## config.mk

```make
export PLATFORM = sky130hd
export DESIGN_NAME = alu_flag_reg
export DESIGN_NICKNAME = d
export VERILOG_FILES = /design/src/rtl/aluflag_pkg.sv /design/src/rtl/aluflag_carry.sv /design/src/rtl/aluflag_arith.sv /design/src/rtl/aluflag_pwr.sv /design/src/rtl/alu_flag_reg.sv
export SDC_FILE = /design/constraint.sdc
export NUM_CORES = 1
export LEC_CHECK = 0
export BUFFER_PORTS_ARGS = -buffer_cell sky130_fd_sc_hd__buf_2
export CAP_MARGIN = 0
export CORE_UTILIZATION = 30
export DETAILED_ROUTE_END_ITERATION = 8
export PLACE_DENSITY = 0.67
export SYNTH_ARGS = -nofsm -noshare
export SYNTH_HDL_FRONTEND = slang
export SYNTH_SLANG_ARGS = --single-unit
```

## constraint.sdc

```tcl
create_clock -name clk -period 8.6 [get_ports clk]
set_input_delay 0.43 -clock clk [delete_from_list [all_inputs] [get_ports clk]]
set_output_delay 0.43 -clock clk [all_outputs]
set_load 0.01 [all_outputs]
```

## src/rtl/aluflag_pkg.sv

```systemverilog
package aluflag_pkg;

    typedef enum logic [1:0] {
        OPK_ADD   = 2'd0,
        OPK_SUB   = 2'd1,
        OPK_LOGIC = 2'd2,
        OPK_ROT   = 2'd3
    } opk_e;

    // bit 0 is the last member
    typedef struct packed {
        logic [1:0] pad;
        logic       tmo;
        logic       pdn;
        logic       ovf;
        logic       zro;
        logic       hcy;
        logic       cy;
    } status_t;

    typedef struct packed {
        logic ovf;
        logic zro;
        logic hcy;
        logic cy;
    } arith_t;

endpackage

```

## src/rtl/aluflag_carry.sv

```systemverilog
module aluflag_carry #(
    parameter int W = 8
) (
    input  logic [W-1:0] a,
    input  logic [W-1:0] b,
    input  logic         cin,
    output logic [W-1:0] sum,
    output logic         c_half,
    output logic         c_top_in,
    output logic         c_out
);
    localparam int NIB = W / 2;

    logic [W:0] chain;

    assign chain[0] = cin;

    for (genvar i = 0; i < W; i++) begin : g_bit
        assign sum[i]      = a[i] ^ b[i] ^ chain[i];
        assign chain[i+1]  = (a[i] & b[i]) | (chain[i] & (a[i] ^ b[i]));
    end

    assign c_half   = chain[NIB];
    assign c_top_in = chain[W-1];
    assign c_out    = chain[W];
endmodule

```

## src/rtl/aluflag_arith.sv

```systemverilog
module aluflag_arith
    import aluflag_pkg::*;
#(
    parameter int W = 8
) (
    input  opk_e         kind,
    input  logic         rot_dir,
    input  logic [W-1:0] a,
    input  logic [W-1:0] b,
    input  logic [W-1:0] res_in,
    input  arith_t       cur,
    output arith_t       nxt
);
    logic         is_sub;
    logic [W-1:0] b_eff;
    logic [W-1:0] sum;
    logic         c_half;
    logic         c_top_in;
    logic         c_out;
    logic         rot_bit;

    assign is_sub = (kind == OPK_SUB);
    assign b_eff  = is_sub ? ~b : b;

    aluflag_carry #(.W(W)) u_chain (
        .a        (a),
        .b        (b_eff),
        .cin      (is_sub),
        .sum      (sum),
        .c_half   (c_half),
        .c_top_in (c_top_in),
        .c_out    (c_out)
    );

    assign rot_bit = rot_dir ? a[0] : a[W-1];

    always_comb begin
        nxt = cur;
        unique case (kind)
            OPK_ADD, OPK_SUB: begin
                nxt.cy  = c_out;
                nxt.hcy = c_half;
                nxt.zro = (sum == '0);
                nxt.ovf = c_top_in ^ c_out;
            end
            OPK_LOGIC: begin
                nxt.zro = (res_in == '0);
            end
            OPK_ROT: begin
                nxt.cy = rot_bit;
            end
            default: nxt = cur;
        endcase
    end
endmodule

```

## src/rtl/aluflag_pwr.sv

```systemverilog
module aluflag_pwr (
    input  logic ev_pwrup,
    input  logic ev_halt,
    input  logic ev_wdt_clr,
    input  logic ev_wdt_to,
    input  logic pdn_q,
    input  logic tmo_q,
    output logic pdn_d,
    output logic tmo_d
);
    logic pdn_clr;
    logic tmo_clr;

    assign pdn_clr = ev_pwrup | ev_wdt_clr;
    assign tmo_clr = ev_pwrup | ev_wdt_clr | ev_halt;

    always_comb begin
        pdn_d = pdn_q;
        if (pdn_clr)      pdn_d = 1'b0;
        else if (ev_halt) pdn_d = 1'b1;

        tmo_d = tmo_q;
        if (tmo_clr)        tmo_d = 1'b0;
        else if (ev_wdt_to) tmo_d = 1'b1;
    end
endmodule

```

## src/rtl/alu_flag_reg.sv

```systemverilog
module alu_flag_reg
    import aluflag_pkg::*;
#(
    parameter int W = 8
) (
    input  logic         clk,
    input  logic         rst_n,
    input  logic         op_valid,
    input  logic [1:0]   op_kind,
    input  logic         rot_dir,
    input  logic [W-1:0] opnd_a,
    input  logic [W-1:0] opnd_b,
    input  logic [W-1:0] res_in,
    input  logic         sw_wr,
    input  logic [7:0]   sw_data,
    input  logic         ev_pwrup,
    input  logic         ev_halt,
    input  logic         ev_wdt_clr,
    input  logic         ev_wdt_to,
    output logic [7:0]   status_o
);
    status_t st_d, st_q;
    arith_t  ar_cur, ar_nxt;
    opk_e    kind;
    logic    pdn_d, tmo_d;

    assign kind   = opk_e'(op_kind);
    assign ar_cur = '{ovf: st_q.ovf, zro: st_q.zro, hcy: st_q.hcy, cy: st_q.cy};

    aluflag_arith #(.W(W)) u_arith (
        .kind    (kind),
        .rot_dir (rot_dir),
        .a       (opnd_a),
        .b       (opnd_b),
        .res_in  (res_in),
        .cur     (ar_cur),
        .nxt     (ar_nxt)
    );

    aluflag_pwr u_pwr (
        .ev_pwrup   (ev_pwrup),
        .ev_halt    (ev_halt),
        .ev_wdt_clr (ev_wdt_clr),
        .ev_wdt_to  (ev_wdt_to),
        .pdn_q      (st_q.pdn),
        .tmo_q      (st_q.tmo),
        .pdn_d      (pdn_d),
        .tmo_d      (tmo_d)
    );

    always_comb begin
        st_d     = st_q;
        st_d.pad = '0;
        if (sw_wr) begin
            st_d.cy  = sw_data[0];
            st_d.hcy = sw_data[1];
            st_d.zro = sw_data[2];
            st_d.ovf = sw_data[3];
        end else if (op_valid) begin
            st_d.cy  = ar_nxt.cy;
            st_d.hcy = ar_nxt.hcy;
            st_d.zro = ar_nxt.zro;
            st_d.ovf = ar_nxt.ovf;
        end
        st_d.pdn = pdn_d;
        st_d.tmo = tmo_d;
    end

    always_ff @(posedge clk) begin
        if (!rst_n) st_q <= '0;
        else        st_q <= st_d;
    end

    assign status_o = st_q;

    // independent reference arithmetic for the assertions
    logic [W:0] chk_add;
    logic       chk_ge;
    assign chk_add = {1'b0, opnd_a} + {1'b0, opnd_b};
    assign chk_ge  = (opnd_a >= opnd_b);

    a_r1_top_bits_zero: assert property (@(posedge clk) disable iff (!rst_n)
        status_o[7:6] == 2'b00);

    a_r2_add_carry: assert property (@(posedge clk) disable iff (!rst_n)
        (op_valid && !sw_wr && op_kind == 2'd0) |=> status_o[0] == $past(chk_add[W]));

    a_r3_sub_no_borrow: assert property (@(posedge clk) disable iff (!rst_n)
        (op_valid && !sw_wr && op_kind == 2'd1) |=> status_o[0] == $past(chk_ge));

    a_r6_logic_keeps: assert property (@(posedge clk) disable iff (!rst_n)
        (op_valid && !sw_wr && op_kind == 2'd2) |=>
            ($stable(status_o[0]) && $stable(status_o[1]) && $stable(status_o[3])));

    a_r7_rot_only_carry: assert property (@(posedge clk) disable iff (!rst_n)
        (op_valid && !sw_wr && op_kind == 2'd3) |=> $stable(status_o[3:1]));

    a_r8_halt_sets_pd: assert property (@(posedge clk) disable iff (!rst_n)
        (ev_halt && !ev_pwrup && !ev_wdt_clr) |=> status_o[4]);

    a_r9_to_cleared: assert property (@(posedge clk) disable iff (!rst_n)
        (ev_pwrup || ev_wdt_clr || ev_halt) |=> !status_o[5]);

    a_r10_sw_no_power: assert property (@(posedge clk) disable iff (!rst_n)
        (sw_wr && !ev_pwrup && !ev_halt && !ev_wdt_clr && !ev_wdt_to) |=> $stable(status_o[5:4]));

    a_r11_idle_hold: assert property (@(posedge clk) disable iff (!rst_n)
        (!op_valid && !sw_wr) |=> $stable(status_o[3:0]));
endmodule

```

* Yosys cells after proc, flatten, opt, wreduce, memory -nomap -nowiden
Index checks and enable logic that the tools add are counted.
Operators by class: $add $sub $neg 0, multipliers 0, divide/modulo/power cells 0, order comparisons 0, equal/unequal tests 3, shifts and indexed selects 0, muxes and demuxes 8, bitwise logic cells 45, reduce and logical (&&, ||, !) cells 13
Operators by type and width (number):
- $xor 1x1->1 | 17
- $and 1x1->1 | 16
- $logic_not 8->1 | 2
- $or 1x1->1 | 10
- $mux 4 | 2
- $mux 8 | 1
- $not 8->8 | 1
- $reduce_and 2->1 | 3
- $reduce_bool 3->1 | 2
- $reduce_or 2->1 | 3
- $eq 2x2->1 const B | 2
- $pmux 1 s2 | 2
- $reduce_bool 2->1 | 2
- $mux 1 | 3
- $eq 2x1->1 const B | 1
- $logic_not 2->1 | 1
- $not 1->1 | 1
Storage, ports and cells: flip-flop bits (word level) 8, bits in latches 0, memory bits (writable) 0, ROM bits 0, output and inout bits 8, logic and storage cells 76, memories 0

* Logic depth before layout (Yosys ltp)
depth after elaboration 23, depth in mapped cells 14, mapped depth without buffers 13

* Cells and area by module
From an unflattened synthesis, not the netlist that was laid out.
Unflattened totals: cell total of the unflattened synthesis 83, area total of the unflattened synthesis 814.5 µm²
Modules (own cells, without submodules):
- aluflag_arith | times used 1, cells each 29, area an instance 296.5 µm²
- alu_flag_reg | times used 1, cells each 23, area an instance 261.5 µm²
- aluflag_carry | times used 1, cells each 27, area an instance 231.5 µm²
- aluflag_pwr | times used 1, cells each 4, area an instance 25.0 µm²

* Worst setup path after synthesis
OpenSTA, ideal clock, no wires.
kind input port to flip-flop, start point input port op_kind[0], end point register st_q (netlist bit status_o[2]), library setup time 0.060 ns, arrival 4.021 ns, setup slack 4.519 ns, cell stages on the path 14, path buffers 1, cells stage by stage nor2b_1 > buf_2 > xnor2_1 > fa_1 > fa_1 > fa_1 > fa_1 > fa_1 > fa_1 > inv_1 > fa_1 > nor3_1 > nand4_1 > nand2_1
On the way: cells in the longest elaborated chain, start to end 22, elaborated cells on any way between the ends 48, those cells by class eq/ne: 2; mux: 4; bitwise: 37; reduce/logical: 5
RTL lines:
- start: declaration | line alu_flag_reg.sv:9 | input logic [1:0] op_kind,
- $eq 2x1->1 | line aluflag_arith.sv:22, aluflag_arith.sv:39
- $mux 8 | line aluflag_arith.sv:23 | assign b_eff = is_sub ? ~b : b;
- $xor 1x1->1 | line aluflag_carry.sv:19, aluflag_carry.sv:20
- $and 1x1->1 | line aluflag_carry.sv:20 | assign chain[i+1] = (a[i] & b[i]) | (chain[i] & (a[i] ^ b[i]));
- $or 1x1->1 | line aluflag_carry.sv:20
- $and 1x1->1 | line aluflag_carry.sv:20
- $or 1x1->1 | line aluflag_carry.sv:20
- $and 1x1->1 | line aluflag_carry.sv:20
- [6 not listed]
- $or 1x1->1 | line aluflag_carry.sv:20
- $and 1x1->1 | line aluflag_carry.sv:20
- $or 1x1->1 | line aluflag_carry.sv:20
- $xor 1x1->1 | line aluflag_carry.sv:19 | assign sum[i] = a[i] ^ b[i] ^ chain[i];
- $logic_not 8->1 | line aluflag_arith.sv:43 | nxt.zro = (sum == '0);
- $pmux 1 s2 | line aluflag_arith.sv:39 | unique case (kind)
- $mux 4 | line alu_flag_reg.sv:59 | end else if (op_valid) begin
- $mux 4 | line alu_flag_reg.sv:54 | if (sw_wr) begin
- end signal: assignment | line alu_flag_reg.sv:71 | else st_q <= st_d;
- end: declaration | line alu_flag_reg.sv:22 | status_t st_d, st_q;
Parallel ways exist; a longest one is shown, timed or not. The select of a mux whose other input is x is not followed. A chain may end at the register's enable or synchronous reset.

* Worst setup path after layout
Same ends and word-level chain as after synthesis.

==> impl_metrics.py <==
metrics = {
    "status": {
        "outcome": "finished clean",
    },
    "logic_synthesis": {
        "netlist_area_sq_um": 641,
        "synth_top_family_by_area": "adder cells",
        "syn_area_per_cell_sq_um": 8.54,
        "synth_cell_types": 27,
        "synth_compound_area_frac": 0.117,
        "synth-seq-cells": 6,
        "synth.area.top_cells": "fa_1, dfxtp_1, xnor2_1, inv_1, buf_4",
        "syn_inst": 75,
        "yosysTopAreaCell": "fa_1",
        "yosysSeqAreaShare": 0.188,
        "yosysTopAreaCellShare": 0.219,
        "yosys.area_share.simple": 0.191,
        "synth_fa_ha_area_frac": 0.219,
        "ys_warn_count": 0,
        "synthXorXnorAreaFrac": 0.123,
        "synth.area.mux_share": 0.0488,
    },
    "power": {
        "switching_share": 0.328,
        "p_total_mw": 0.0975,
        "seqPwrFrac": 0.311,
        "power.switching_mw": 0.0319,
        "power.density_nw_per_um2": 110,
        "clkPwrFrac": 0.277,
        "power_leakage_nw": 0.442,
        "internal_power_mw": 0.0655,
        "pwr-share-comb": 0.412,
        "peakVddDrop_v": 0.0000597,
    },
    "grt": {
        "antenna_found_initial": 0,
        "track_usage": 0.148,
        "grt_pass1_vias": 638,
        "grt_max_degree": 9,
        "gr-usage-met3": 0.0333,
        "use_met2": 0.285,
        "grtUsageMet1": 0.147,
        "grt-busiest-layer": "met2",
        "grt_pass1_wl_mm": 2.33,
        "grt.overflow.total": 0,
    },
    "cts": {
        "path_clk_slew_ns": 0.04,
        "cts_max_level": 1,
        "tritoncts": "yes",
        "post_cts_buffers": 0,
        "ctsResizeCount": 0,
        "numCtsBuffers": 3,
        "cts_hold_buf": 0,
        "cts_root_buf": "clkbuf_4",
        "worstSkewPairLatency_ns": 0.25,
        "clock-sinks": 6,
        "cts.path.max_buffers": 2,
    },
    "detailed_routing": {
        "routedWlPerCell_um": 10.6,
        "firstDrtPassIters": 4,
        "drt_iter0_drc": 10,
        "drtAntennaViolNets": 0,
        "drc": 0,
        "via_count": 671,
        "totalWireLength_mm": 1.53,
        "routed_via_density": 4.63,
    },
    "sta": {
        "max_freq_mhz": 217,
        "grt_setup_unrepaired": "no",
        "slew_headroom": 0.443,
        "period_share": 0.536,
        "final_hold_viol_count": 0,
        "setup_viol_count_final": 0,
        "finalMaxSlewViolations": 0,
        "period_minus_slack_ns": 4.61,
        "fin_tns_setup_ns": 0,
        "worst_pin_slew_ns": 0.834,
        "fin_skew_ns": 0,
    },
    "final_layout": {
        "area_delta_synth_final_pct": 38.3,
        "final_cell_mix": "buf_2, inv_1, nand2_1",
        "n_fill_cell": 206,
        "drive_gt1_frac": 0.424,
        "largest_reg_flops": 6,
        "diodes": 0,
        "finalNetCount": 170,
        "layout_commonest_cell": "buf_2",
    },
    "die": {
        "initial_core_util": 0.323,
        "core_area_sq_um": 1980,
        "io_pins": 51,
        "core.rowCount": 16,
        "die_h_um": 48.2,
        "dieWidth_um": 48.2,
        "dieArea_sq_um": 2320,
    },
    "placed_design": {
        "io_buffers": 44,
        "globalplace.congestion": 0.691,
        "place_hpwl_mm": 1.30,
    },
    "worst_setup_path": {
        "end_kind": "register",
        "worstPathRequired_ns": 8.79,
        "crit_path_start_kind": "input port",
        "crit_type": "input port to register",
        "worstPathMaxFanout": 8,
        "worstPathArrival_ns": 4.80,
    },
    "flow_run": {
        "maxCapViolCount": 0,
    },
    "worst_hold_path": {
        "hold_class": "input port to register",
    },
}
-- Yosys cell counts, drive strengths merged --
cell,number
a21oi,2
o21a,1
nor2b,2
nand2,8
nor2,4
buf,5
xnor2,7
dfxtp,6
nor3,3
xor2,2
a21boi,2
o211ai,1
and4,1
nand3,1
conb,1
a31oi,2
inv,9
o31ai,1
or4,1
nor4,1
o21ai,3
nand4,2
mux2,1
mux2i,2
fa,7
-- cell type report --
class	instances	area (sq um)	area share
Inverter	9	33.8	0.0381
Sequential cell	6	120	0.136
Timing Repair Buffer	44	220	0.249
Multi-Input combinational cell	56	455	0.514
Tap cell	27	33.8	0.0381
Clock buffer	3	22.5	0.0254
-- worst paths after layout --
check | end | slack [ns] | start | depth (start not counted)
max reg2reg | status_o[2] | 7.86 | status_o[2] | 4
max | status_o[2] | 3.99 | op_kind[0] | 14
min reg2reg | status_o[4] | 0.49 | status_o[4] | 2
min | status_o[5] | 0.37 | ev_halt | 2
-- critical path, cell delays in order --
cell	delay, ns
buf_2	0.12
nor2b_1	0.68
xnor2_1	0.19
fa_1	0.43
fa_1	0.39
fa_1	0.43
fa_1	0.40
fa_1	0.38
fa_1	0.42
inv_1	0.09
fa_1	0.41
nor3_1	0.21
nand4_1	0.12
nand2_1	0.09
-- kinds of logic (layout without fill, tap and decap cells) --
kind of cell,after synthesis,in the layout
AO/OA/AOI/OAI,12,12
XOR/XNOR,9,9
adder cells (fa/ha/maj),7,7
buffers and inverters,14,56
flip-flops,6,6
multiplexers,3,3
other,1,2
AND/OR/NAND/NOR,23,23
-- per-stage QoR --
| step | area (sq um) | utilization | hold WS (ns) | setup slack [ns] | instances |
|---|---|---|---|---|---|
| 5_1_grt | 886 | 0.447 | 0.360 | 3.74 | 145 |
| 2_1_floorplan | 644 | - | 0.439 | 4.52 | 76 |
| 3_5_place_dp | 863 | 0.436 | 0.473 | 3.70 | 142 |
| 6_report | 886 | 0.447 | 0.373 | 3.99 | 145 |
| 3_3_place_gp | 863 | 0.436 | 0.451 | 3.81 | 142 |
| 4_1_cts | 886 | 0.447 | 0.367 | 3.95 | 145 |
-- per-layer routing --
layer | part of all wire | vias to the layer above
met5 | 0 | -
met4 | 0.0091 | 0
met3 | 0.057 | 2
met2 | 0.53 | 26
met1 | 0.40 | 315
li1 | - | 328
-- power groups by stage --
stage	Sequential (mW)	Clock, mW	Combinational (mW)
2_1_floorplan	0.0314	0	0.0236
5_1_grt	0.0304	0.0292	0.0467
4_1_cts	0.0303	0.0273	0.0408
6_report	0.0303	0.0270	0.0401
3_5_place_dp	0.0308	0	0.0407
3_3_place_gp	0.0308	0	0.0384
No activity file was read; power rests on OpenSTA's default activity.
